$ cat src/rtl/evt_sel_pkg.sv
package evt_sel_pkg;

  typedef enum logic [2:0] {
    SRC_NONE = 3'd0,
    SRC_UD   = 3'd1,
    SRC_GP   = 3'd2,
    SRC_STEP = 3'd3,
    SRC_NPX  = 3'd4,
    SRC_EXT  = 3'd5
  } srcKind_e;

  // index of each latched request inside the datapath pending array
  localparam int LATCH_UD  = 0;
  localparam int LATCH_GP  = 1;
  localparam int LATCH_NPX = 2;
  localparam int LATCH_CNT = 3;

  typedef struct packed {
    logic                 issue;
    srcKind_e             kind;
    logic [LATCH_CNT-1:0] clrLatch;
    logic                 clrStep;
    logic                 armStep;
  } ctrlStrobe_t;

endpackage

$ cat src/rtl/evt_sel_ctrl.sv
module evt_sel_ctrl
  import evt_sel_pkg::*;
(
  input  logic        clk,
  input  logic        rst_n,
  input  logic        retire,
  input  logic        trapFlag,
  input  logic        softEntry,
  input  logic        intEnable,
  input  logic        extReq,
  input  logic        udNow,
  input  logic        gpNow,
  input  logic        stepNow,
  input  logic        npxNow,
  output ctrlStrobe_t ctl
);

  logic asyncEntryQ;
  logic armOk;
  logic stepCand;
  logic extCand;

  // stepping is not armed on the boundary right after an async entry,
  // unless that boundary itself is a software or fault entry
  assign armOk    = trapFlag & (~asyncEntryQ | softEntry);
  assign stepCand = stepNow | armOk;
  assign extCand  = extReq & intEnable;

  always_comb begin
    ctl          = '0;
    ctl.kind     = SRC_NONE;
    ctl.armStep  = retire & armOk;
    if (retire) begin
      if (udNow) begin
        ctl.issue                 = 1'b1;
        ctl.kind                  = SRC_UD;
        ctl.clrLatch[LATCH_UD]    = 1'b1;
      end else if (gpNow) begin
        ctl.issue                 = 1'b1;
        ctl.kind                  = SRC_GP;
        ctl.clrLatch[LATCH_GP]    = 1'b1;
      end else if (stepCand) begin
        ctl.issue                 = 1'b1;
        ctl.kind                  = SRC_STEP;
        ctl.clrStep               = 1'b1;
      end else if (npxNow) begin
        ctl.issue                 = 1'b1;
        ctl.kind                  = SRC_NPX;
        ctl.clrLatch[LATCH_NPX]   = 1'b1;
      end else if (extCand) begin
        ctl.issue                 = 1'b1;
        ctl.kind                  = SRC_EXT;
      end
    end
  end

  always_ff @(posedge clk) begin
    if (!rst_n) begin
      asyncEntryQ <= 1'b0;
    end else if (retire) begin
      asyncEntryQ <= ctl.issue & ((ctl.kind == SRC_NPX) | (ctl.kind == SRC_EXT));
    end
  end

  // a single source is cleared per boundary
  assert_one_clear_R7: assert property (@(posedge clk) disable iff (!rst_n)
    $onehot0({ctl.clrLatch, ctl.clrStep}));

  // a present undefined-opcode fault is always the chosen source
  assert_ud_chosen_R2: assert property (@(posedge clk) disable iff (!rst_n)
    (retire && udNow) |-> (ctl.kind == SRC_UD));

  // masked external request never chosen
  assert_ext_masked_R6: assert property (@(posedge clk) disable iff (!rst_n)
    (retire && !intEnable) |-> (ctl.kind != SRC_EXT));

endmodule

$ cat src/rtl/evt_sel_path.sv
module evt_sel_path
  import evt_sel_pkg::*;
#(
  parameter int VEC_W    = 8,
  parameter int UD_VEC   = 6,
  parameter int GP_VEC   = 13,
  parameter int STEP_VEC = 1,
  parameter int NPX_VEC  = 16
) (
  input  logic             clk,
  input  logic             rst_n,
  input  logic             udFault,
  input  logic             gpFault,
  input  logic             npxErrReq,
  input  logic [VEC_W-1:0] extVector,
  input  ctrlStrobe_t      ctl,
  output logic             udNow,
  output logic             gpNow,
  output logic             stepNow,
  output logic             npxNow,
  output logic             takeQ,
  output logic [VEC_W-1:0] vecQ
);

  localparam logic [VEC_W-1:0] UD_CODE   = VEC_W'(UD_VEC);
  localparam logic [VEC_W-1:0] GP_CODE   = VEC_W'(GP_VEC);
  localparam logic [VEC_W-1:0] STEP_CODE = VEC_W'(STEP_VEC);
  localparam logic [VEC_W-1:0] NPX_CODE  = VEC_W'(NPX_VEC);

  logic [LATCH_CNT-1:0] reqIn;
  logic [LATCH_CNT-1:0] pendQ;
  logic [LATCH_CNT-1:0] nowVec;
  logic                 stepPendQ;
  logic [VEC_W-1:0]     vecNext;

  assign reqIn[LATCH_UD]  = udFault;
  assign reqIn[LATCH_GP]  = gpFault;
  assign reqIn[LATCH_NPX] = npxErrReq;

  for (genvar g = 0; g < LATCH_CNT; g++) begin : gen_latch
    assign nowVec[g] = pendQ[g] | reqIn[g];
    always_ff @(posedge clk) begin
      if (!rst_n) pendQ[g] <= 1'b0;
      else        pendQ[g] <= nowVec[g] & ~ctl.clrLatch[g];
    end
  end

  assign udNow   = nowVec[LATCH_UD];
  assign gpNow   = nowVec[LATCH_GP];
  assign npxNow  = nowVec[LATCH_NPX];
  assign stepNow = stepPendQ;

  always_ff @(posedge clk) begin
    if (!rst_n) stepPendQ <= 1'b0;
    else        stepPendQ <= (stepPendQ | ctl.armStep) & ~ctl.clrStep;
  end

  always_comb begin
    case (ctl.kind)
      SRC_UD:   vecNext = UD_CODE;
      SRC_GP:   vecNext = GP_CODE;
      SRC_STEP: vecNext = STEP_CODE;
      SRC_NPX:  vecNext = NPX_CODE;
      SRC_EXT:  vecNext = extVector;
      default:  vecNext = '0;
    endcase
  end

  always_ff @(posedge clk) begin
    if (!rst_n) begin
      takeQ <= 1'b0;
      vecQ  <= '0;
    end else begin
      takeQ <= ctl.issue;
      if (ctl.issue) vecQ <= vecNext;
    end
  end

  // a latched fault survives a boundary that does not serve it
  assert_ud_held_R8: assert property (@(posedge clk) disable iff (!rst_n)
    (pendQ[LATCH_UD] && !ctl.issue) |=> pendQ[LATCH_UD]);

  assert_npx_held_R8: assert property (@(posedge clk) disable iff (!rst_n)
    (pendQ[LATCH_NPX] && ctl.kind != SRC_NPX) |=> pendQ[LATCH_NPX]);

  assert_step_held_R8: assert property (@(posedge clk) disable iff (!rst_n)
    (stepPendQ && ctl.kind != SRC_STEP) |=> stepPendQ);

endmodule

$ cat src/rtl/evt_priority_sel.sv
module evt_priority_sel
  import evt_sel_pkg::*;
#(
  parameter int VEC_W    = 8,
  parameter int UD_VEC   = 6,
  parameter int GP_VEC   = 13,
  parameter int STEP_VEC = 1,
  parameter int NPX_VEC  = 16
) (
  input  logic             clk,
  input  logic             rst_n,
  input  logic             retire,
  input  logic             trapFlag,
  input  logic             softEntry,
  input  logic             intEnable,
  input  logic             extReq,
  input  logic [VEC_W-1:0] extVector,
  input  logic             npxErrReq,
  input  logic             udFault,
  input  logic             gpFault,
  output logic             take,
  output logic [VEC_W-1:0] vector,
  output logic             flagClear
);

  ctrlStrobe_t ctl;
  logic udNow, gpNow, stepNow, npxNow;

  evt_sel_ctrl ctrl_i (
    .clk       (clk),
    .rst_n     (rst_n),
    .retire    (retire),
    .trapFlag  (trapFlag),
    .softEntry (softEntry),
    .intEnable (intEnable),
    .extReq    (extReq),
    .udNow     (udNow),
    .gpNow     (gpNow),
    .stepNow   (stepNow),
    .npxNow    (npxNow),
    .ctl       (ctl)
  );

  evt_sel_path #(
    .VEC_W    (VEC_W),
    .UD_VEC   (UD_VEC),
    .GP_VEC   (GP_VEC),
    .STEP_VEC (STEP_VEC),
    .NPX_VEC  (NPX_VEC)
  ) path_i (
    .clk       (clk),
    .rst_n     (rst_n),
    .udFault   (udFault),
    .gpFault   (gpFault),
    .npxErrReq (npxErrReq),
    .extVector (extVector),
    .ctl       (ctl),
    .udNow     (udNow),
    .gpNow     (gpNow),
    .stepNow   (stepNow),
    .npxNow    (npxNow),
    .takeQ     (take),
    .vecQ      (vector)
  );

  assign flagClear = take;

  // nothing is issued without a boundary
  assert_no_idle_take_R7: assert property (@(posedge clk) disable iff (!rst_n)
    !retire |=> !take);

  // undefined opcode yields its vector on the next cycle
  assert_ud_vector_R2: assert property (@(posedge clk) disable iff (!rst_n)
    (retire && udNow) |=> (take && vector == VEC_W'(UD_VEC)));

  // protection fault beats everything but the undefined opcode
  assert_gp_vector_R3: assert property (@(posedge clk) disable iff (!rst_n)
    (retire && gpNow && !udNow) |=> (take && vector == VEC_W'(GP_VEC)));

  // a pending step trap beats the asynchronous requests
  assert_step_vector_R4: assert property (@(posedge clk) disable iff (!rst_n)
    (retire && stepNow && !udNow && !gpNow) |=> (take && vector == VEC_W'(STEP_VEC)));

  // coprocessor error beats the external interrupt
  assert_npx_vector_R5: assert property (@(posedge clk) disable iff (!rst_n)
    (retire && npxNow && !udNow && !gpNow && !stepNow && !trapFlag)
      |=> (take && vector == VEC_W'(NPX_VEC)));

  // with interrupts disabled and nothing else present, no vector
  assert_masked_quiet_R6: assert property (@(posedge clk) disable iff (!rst_n)
    (retire && !intEnable && !udNow && !gpNow && !stepNow && !npxNow && !trapFlag)
      |=> !take);

endmodule

$ cat config.mk
export PLATFORM = sky130hd
export DESIGN_NAME = evt_priority_sel
export DESIGN_NICKNAME = d
export VERILOG_FILES = /design/src/rtl/evt_sel_pkg.sv /design/src/rtl/evt_sel_ctrl.sv /design/src/rtl/evt_sel_path.sv /design/src/rtl/evt_priority_sel.sv
export SDC_FILE = /design/constraint.sdc
export NUM_CORES = 1
export LEC_CHECK = 0
export CAP_MARGIN = 10
export CORE_MARGIN = 2
export CORE_UTILIZATION = 45
export CTS_BUF_LIST = sky130_fd_sc_hd__clkbuf_4 sky130_fd_sc_hd__clkbuf_8 sky130_fd_sc_hd__clkbuf_16
export DETAILED_ROUTE_END_ITERATION = 10
export PLACE_DENSITY = 0.82
export SYNTH_ARGS = -nofsm -noshare
export SYNTH_HDL_FRONTEND = slang
export SYNTH_HIERARCHICAL = 1
export SYNTH_SLANG_ARGS = --single-unit
$ cat constraint.sdc
create_clock -name clk -period 4.6 [get_ports clk]
set_clock_uncertainty 0.05 [all_clocks]
set_input_delay 1.15 -clock clk [delete_from_list [all_inputs] [get_ports clk]]
set_output_delay 1.15 -clock clk [all_outputs]
set_load 0.01 [all_outputs]
==> results of run 1 <==
-- sequential cells by signal, summed over array words and instances (netlist names) --
signal / cells
path_i/pendQ: 3
path_i/vecQ: 8
path_i/stepNow: 1
ctrl_i/asyncEntryQ: 1
path_i/takeQ: 1
-- metrics by stage --
stage                     hold slack [ns]  instances  worst slack [ns]  instance area, um2
after floorplan                    0.4164         81             1.479               758.2
after global placement             0.3946        122            0.9597                1037
after detailed placement           0.3996        122            0.8693                1037
after CTS                          0.4119        125             1.169                1060
after global routing               0.4305        125             1.027                1060
final                              0.4078        125             1.148                1060
-- worst max-delay path: stages --
cell and delay [ns]:
sky130_fd_sc_hd__clkdlybuf4s50_1 0.39, sky130_fd_sc_hd__or2_1 0.28, sky130_fd_sc_hd__nand2b_2 0.26, sky130_fd_sc_hd__a2111oi_4 0.45, sky130_fd_sc_hd__inv_1 0.16, sky130_fd_sc_hd__ha_1 0.35
sky130_fd_sc_hd__nor2b_4 0.05, sky130_fd_sc_hd__a31oi_2 0.23, sky130_fd_sc_hd__a2bb2oi_1 0.21, sky130_fd_sc_hd__nor2b_1 0.06
-- where the power goes --
| part | switching [mW] | total [mW] | internal, mW |
|---|---|---|---|
| sequential | 0.00191 | 0.128 | 0.126 |
| combinational | 0.0247 | 0.0582 | 0.0336 |
| clock | 0.0409 | 0.0714 | 0.0304 |
| total | 0.0675 | 0.257 | 0.190 |
-- layer usage --
metal / global-route usage (%) / vias to the layer above
met3: 4.800 / 5
met2: 28.29 / 20
li1: - / 343
met4: 12.35 / 0
met5: 0 / -
met1: 20.25 / 316
-- kinds of logic after synthesis --
family,synth area share (%)
and+or+nand+nor,33.50
AOI/OAI and AO/OA,22.61
DFF,36.96
buffers and inverters,5.281
adders and majority gates,1.650
-- layout by cell type (no fill, tap or decap), types with 3 or more instances in the layout --
cell,synthesis,final
sky130_fd_sc_hd__clkdlybuf4s50_1,0,27
sky130_fd_sc_hd__and3b_1,4,4
sky130_fd_sc_hd__clkbuf_4,0,3
sky130_fd_sc_hd__dfxtp_1,14,14
sky130_fd_sc_hd__nor2b_1,3,3
sky130_fd_sc_hd__inv_1,3,3
sky130_fd_sc_hd__and2_1,3,3
sky130_fd_sc_hd__nor2_1,5,5
sky130_fd_sc_hd__or2_1,3,3
sky130_fd_sc_hd__nand3_1,3,3
sky130_fd_sc_hd__a21oi_1,6,6
sky130_fd_sc_hd__nand2_1,3,3
sky130_fd_sc_hd__a21boi_1,3,3
sky130_fd_sc_hd__a2bb2oi_1,3,3
-- worst max-delay path by stage --
stage          cells after the start              to     from  slack (ns)
2_1_floorplan                      9  path_i/vecQ[0]  gpFault        1.48
3_3_place_gp                      10  path_i/vecQ[2]  gpFault        0.96
3_5_place_dp                      10  path_i/vecQ[2]  udFault        0.87
4_1_cts                           10  path_i/vecQ[2]  udFault        1.17
5_1_grt                           10  path_i/vecQ[3]  udFault        1.03
6_report                          10  path_i/vecQ[0]  udFault        1.15
-- area by class of cell --
type | instances | area (um2) | area share (%)
tap | 16 | 20.02 | 1.889
inverter | 4 | 28.78 | 2.715
timing repair buffer | 27 | 270.3 | 25.50
multi-input combinational | 61 | 437.9 | 41.32
sequential | 14 | 280.3 | 26.45
clock buffer | 3 | 22.52 | 2.125
==> results.md, run 1 <==
- The number of failing hold endpoints at the final stage is 0.
- Entering global routing, the biggest net connects 15 pins.
- A synthesized cell averages 9.361 um2.
- The type of the most critical hold path is reg2reg.
- In this run the tool buffered the top-level ports with 27 buffer cells.
- The aggregate negative setup slack is 0 ns.
- The first detailed-routing pass took 4 iterations.
- The run finished with clean final reports.
- The total overflow left after global routing is 0.
- For the worst-skew pair, the clock arrives at the later sink with an insertion delay of 0.29 ns.
- The number of buffers added to fix hold violations after cts is 0.
- Across the VDD grid, the largest voltage drop is 0.1670 mV.
- The global-route wire length before repair is 2.490 mm.
- The synthesized netlist cell count is 81.
- The slew at the pin closest to its max-slew limit is 0.6740 ns.
- After synthesis, the share of flip-flops with an asynchronous set or reset is 0%.
- The repair_antennas step left the layout with diodes totalling 0.
- The reg-to-reg endpoint is path_i/vecQ[0].
- The filler cell count in the final layout is 132.
- The number of antenna violations at the first check in global routing is 0.
- After synthesis, the cell types taking the most area are sky130_fd_sc_hd__dfxtp_1 (37%), sky130_fd_sc_hd__and3b_1 (4.6%), sky130_fd_sc_hd__a21oi_1 (4.0%).
- The sum of met2 wire segment lengths after detailed routing is 773 um.
- The startpoint identified for the worst register-to-register timing path is path_i/pendQ[0].
- The analysis attributes to cell leakage a power of 0.3985 nW.
- The cell depth of the worst flop-to-flop path is 9.
- The TritonCTS clock tree is built.
- The worst-case headroom to the max-slew limit is 54.86%.
- The area of the core region is 0.001541 mm2.
- The top routing layer in use is met4.
- The cell depth of the worst min-delay path is 2.
- The number of nets handed over by synthesis was 100.
- In this run the post-CTS setup repair buffer count came out at 0.
- Measured along the y axis, the die boundary spans 45.05 um.
- The commonest cells after synthesis are sky130_fd_sc_hd__dfxtp_1 (14), sky130_fd_sc_hd__a21oi_1 (6), sky130_fd_sc_hd__nor2_1 (5), sky130_fd_sc_hd__and3b_1 (4).
- The most used flip-flop cell after synthesis is sky130_fd_sc_hd__dfxtp_1.
- The number of buffers created by CTS is 3.
- In this run, synthesis inferred 0 flip-flops with an integrated enable.
- The time the final worst path needs with I/O delays and setup is 3.452 ns.
- The detailed-route via count is 684.
- In this run the number of H-tree levels came out at 1.
- After detailed routing, the average wire length per cell comes to 13.29 um.
- The final weighted congestion of routability-driven global placement is 0.8400.
- The detailed-route wire length on metal 1 is 761 um.
- Setup repair after global routing left no endpoint under its margin.
- The largest total area in the synthesized netlist belongs to sky130_fd_sc_hd__dfxtp_1.
- After detailed routing, the number of remaining DRC violations is 0.
- The highest achievable clock rate is 289.7 MHz.
- After synthesis, the largest area contributor takes up 36.96% of total cell area.
- The netlist area before placement is 758.2 um2.
- The critical path startpoint category is an input port.
- The worst min-delay path startpoint is path_i/vecQ[6].
- The total wire length after detailed routing is 1.661 mm.
- The unique cell type count in the Yosys netlist is 36.
- Clock-pin slew was measured on the worst setup and hold paths at 0.08 ns.
- The number of sinks on the clock net is 14.
- The wire length on met3 is 79 um.
- The iteration-0 DRC count of the detailed router is 29.
- The path with the worst hold slack has its endpoint at path_i/vecQ[6].
- The number of global-route vias before repair came to 579.
- For this run, the post-layout net count is 130.
- The power density over the cells is 242.7 mW/mm2.
- The number of max-slew violations in the final report is 0.
- The most frequently used cell type in the post-synthesis netlist is sky130_fd_sc_hd__dfxtp_1.
- The initial utilization of the core area, before any placement, comes to 49.19%.
- The critical-path maximum fanout is 5.
- The share of the Yosys chip area taken by registers is 36.96%.
- The endpoint class of the critical path is a register.
- The worst register-to-register path has a setup slack of 2.11 ns.
- The synthesized design contains 14 register bits.
- The combined global-route utilization of all metal layers is 17.69%.
- The area growth from synthesis to layout is 39.77%.
- Using the TritonRoute via totals, the vias-per-cell ratio works out to 5.472.
- The remaining antenna violation count is 0.
- The critical path in this run is classified as in2reg.
- The number of rows in the core area is 14.
- In this run the clock root is driven by a sky130_fd_sc_hd__clkbuf_4.
- The quantity of gates resized following cts is 0.
- The end-of-flow core utilization is 68.75%.
- The I/O pin count is 28.
- The number of buffers on the longest clock path is 2.
- The arrival time of data at the critical path endpoint is 3.58 ns.
- The fraction of the cycle the final worst path needs is 75.05%.
- For this run, the number of Yosys warnings is 6.
- The proportion of layout cells with a drive suffix above 1 is 12.84%.
- The worst path required time is 4.73 ns.
- The power consumption is 0.2572 mW.
- The final setup violation count is 0.
- The overall die width is 45.05 um.
- The die covers 0.002030 mm2.
- The number of max-cap violations is 0.
- The wire-length estimate of the detail-placed layout is 1.204 mm.
(Power assumes the default switching activity.)
==> run 2, diff against run 1 <==
- CORE_UTILIZATION: 45 -> 38
- PLACE_DENSITY: 0.82 -> 0.74
- clock period: 4.6 -> 3.1 ns (I/O delays scaled with it)
==> run 2 against run 1 <==
Hold slack better by 0.0018 ns. Final cell count is 16% higher. Wire length is 5.7% higher. Combinational power is 60% higher. Non-clock buffer count is 8 higher. Highest routed layer unchanged.
==> results.md, run 2 (synthesis gave the netlist of run 1 again) <==
- The slew at the pin closest to its max-slew limit came to 0.4721 ns (-0.2019 ns).
- The proportion of layout cells with a drive suffix above 1 was 19.49% (+6.6 points).
- The slack of the critical path is 0.2528 ns (-0.8949 ns).
- The placement-stage cell area is 0.001111 mm2 (+7.1%).
- In the finished design, the share of the clock period the worst path needs comes to 91.84%.
- The number of antenna cells inserted came to 0 (unchanged).
- The critical path in this run is classified as in2reg.
- Compared with the post-synthesis result, the final layout area differs by 51.32%.
- The final weighted congestion of routability-driven global placement is 0.8051 (-4.2%).
- The I/O pin count is 28 (unchanged).
- The time the final worst path needs with I/O delays and setup is 2.847 ns.
- The count of placed standard cells including taps was 141 (+16%).
- The number of rows in the core area came to 16 (+2).
- The number of global-route vias before repair is 723 (+25%).
- The number of buffers added to fix hold violations after cts is 0 (unchanged).
- The part of the power in combinational logic is 22.5% (about the same).
- The arrival time of data at the critical path endpoint was 2.97 ns (-0.61 ns).
- The total setup buffers inserted after CTS is 0 (unchanged).
- Setup repair after global routing left no endpoint under its margin.
- STA classifies the critical path startpoint as an input port.
- In the layout the commonest cells are sky130_fd_sc_hd__clkdlybuf4s50_1 (27), sky130_fd_sc_hd__dfxtp_1 (14), sky130_fd_sc_hd__buf_4 (8).
- The area of the core region came to 0.001922 mm2 (+25%).
- The total wire length after detailed routing is 1.756 mm (+5.7%).
- The clock insertion delay at the later pin of the skew report was 0.28 ns (about the same).
- The worst path required time is 3.23 ns (-1.50 ns).
- The number of I/O port buffers is 27 (unchanged).
- The cell-internal power was 0.3141 mW (+66%).
- The net count reported at finish was 138 (+6.2%).
- The number of max-cap violations is 0 (unchanged).
- The aggregate negative setup slack is 0 ns (unchanged).
- The proportion of total power due to net switching is 24.24% (-2.0 points).
- The iteration-0 DRC count of the detailed router is 6 (-79%).
- The root buffer cell chosen for the clock tree is sky130_fd_sc_hd__clkbuf_4.
- The HPWL after detailed placement was 1.421 mm (+18%).
- The die footprint is 0.002369 mm2 (+17%).
- Based on the critical path, the design can be clocked at up to 351.2 MHz.
- The worst-case vdd ir drop is 0.1935 mV (+16%).
- The worst-case headroom to the max-slew limit is 68.26% (+13 points).
- The detail-routed net length per standard cell is 12.11 um (-8.9%).
- The H-tree depth came to 1 (unchanged).
- The delay of the slowest cell on the worst path is 0.39 ns (-0.06 ns).
- The switching component of the power is 0.1005 mW (+49%).
- The number of flip-flops in the largest register is 8 (unchanged).
- The quantity of gates resized following cts is 0 (unchanged).
- The number of max-slew violations in the final report is 0 (unchanged).
- The critical-path maximum fanout is 4 (-1).
- The number of sinks on the clock net came to 14 (unchanged).
- The final routed DRC violation total is 0 (unchanged).
- The number of antenna violations at the first check in global routing is 0 (unchanged).
- The number of buffers created by CTS is 3 (unchanged).
- The portion of total power attributed to the clock network is 31.9% (+4.2 points).
- The clock-pin slew of the registers on the worst-case setup and hold paths was 0.08 ns (about the same).
- The kind of cell adding the most delay to the critical path is compound AO/OA/AOI/OAI gates.
- The detail-routed via count per cell is 5.041 (-7.9%).
- The height of the die was 48.67 um (+8.0%).
- The most common library cell in the layout ignoring fill and taps is sky130_fd_sc_hd__clkdlybuf4s50_1.
- The path class of the tightest hold or removal check is reg2reg.
- The global-route wire length before repair is 3.146 mm (+26%).
- The critical path goes through clkdlybuf4s50_1, or2_1, nand2b_2, a2111oi_4, inv_1, ha_1, nor2b_4, a31oi_2, o2bb2ai_1, and2_1.
- On the critical path, the stage with the largest delay is an instance of sky130_fd_sc_hd__clkdlybuf4s50_1.
- The pin count of the biggest net entering global routing came to 15 (unchanged).
- The combined global-route utilization of all metal layers is 17.29% (-0.40 points).
- The final non-filler cell area is 0.001147 mm2 (+8.3%).
- The worst hold slack after final layout is 0.4097 ns (+0.001821 ns).
- The power density over the cells is 361.3 mW/mm2 (+49%).
- The remaining antenna violation count came to 0 (unchanged).
- The leakage power was 0.4438 nW (+11%).
- The total global routing overflow is 0 (unchanged).
- TritonCTS built the clock tree.
- The endpoint class of the critical path is a register.
- The buffers plus inverters on the worst setup path is 2 (unchanged).
- The overall die width is 48.67 um (+8.0%).
- The detailed-route via count came to 731 (+6.9%).
- The part of the total power dissipated in sequential elements is 45.6% (-4.0 points).
- The post-place setup slack is -0.02433 ns (-0.8936 ns).
- The number of buffers on the longest clock path is 2 (unchanged).
- path_i/vecQ holds more flip-flops than any other register.
- The detailed-routing iteration count for the pre-antenna-repair pass is 4 (unchanged).
- The number of failing hold endpoints at the final stage is 0 (unchanged).
- The final cell count without fillers came to 145 (+16%).
- The flow ran to the end, and the final reports show no timing, DRC or antenna violations.
- The final setup violation count is 0 (unchanged).
- In the final layout, the registers with the most flip-flops are path_i/vecQ: 8 flops, path_i/pendQ: 3 flops.
- The starting utilization of the core area is 39.45% (-9.7 points).
==> run 2: cell types whose count changed in the layout (fill, tap and decap cells not counted) <==
cell,before,now
sky130_fd_sc_hd__clkbuf_8,0,1
sky130_fd_sc_hd__buf_4,0,8
==> run 2: power by group through the flow <==
stage	clock network (mW)	logic [mW]	registers, mW
finish	0.132	0.0931	0.189
floorplan	0	0.0466	0.194
detailed placement	0	0.0931	0.194
CTS	0.139	0.0935	0.189
global placement	0	0.0916	0.193
global route	0.148	0.101	0.190
==> run 2: layer usage <==
metal  share of wire, %  wire length (um)  global-route usage [%]  vias to the layer above
met5                  0                 0                       0                        -
met4                2.6                45                   11.43                        0
met3                2.8                49                   2.778                        4
met2                 52               911                   29.68                       18
met1                 43               749                   19.65                      345
li1                   -                 -                       -                      364
==> run 2: through the flow <==
step / utilization (%) / total power [mW]
after floorplan: - / 0.2409
after global placement: 57.81 / 0.2849
after detailed placement: 57.81 / 0.2867
after CTS: 59.70 / 0.4219
after global routing: 59.70 / 0.4393
final: 59.70 / 0.4145
==> run 2: worst register-to-register path, delay by kind of cell, from the launching register on <==
family                   cells  cell delay, ns
AND/OR/NAND/NOR              4            0.64
flip-flops                   1            0.31
AO/OA/AOI/OAI                3            0.70
buffers and inverters        1            0.11
adder cells (fa/ha/maj)      1            0.33
==> run 2: worst paths after layout <==
| check | from | to | slack [ns] | cells past startpoint |
|---|---|---|---|---|
| worst max-delay path | udFault | path_i/vecQ[1] | 0.25 | 10 |
| worst min-delay path | path_i/vecQ[7] | path_i/vecQ[7] | 0.41 | 2 |
| worst max register to register | path_i/pendQ[0] | path_i/vecQ[1] | 0.86 | 9 |
| worst min register to register | path_i/vecQ[7] | path_i/vecQ[7] | 0.41 | 2 |
==> run 2: layout make-up <==
type,count,area (um2)
well taps,27,33.78
fillers,184,774.5
flip-flops and latches,14,280.3
clock buffers,4,36.28
inverters,4,28.78
repair buffers,35,330.3
multi-input cells,61,437.9
==> run 3, diff against run 2 <==
- SLEW_MARGIN: default -> 20
==> results of run 3 <==
The final DEF is identical to that of run 2; final timing and power are the same.
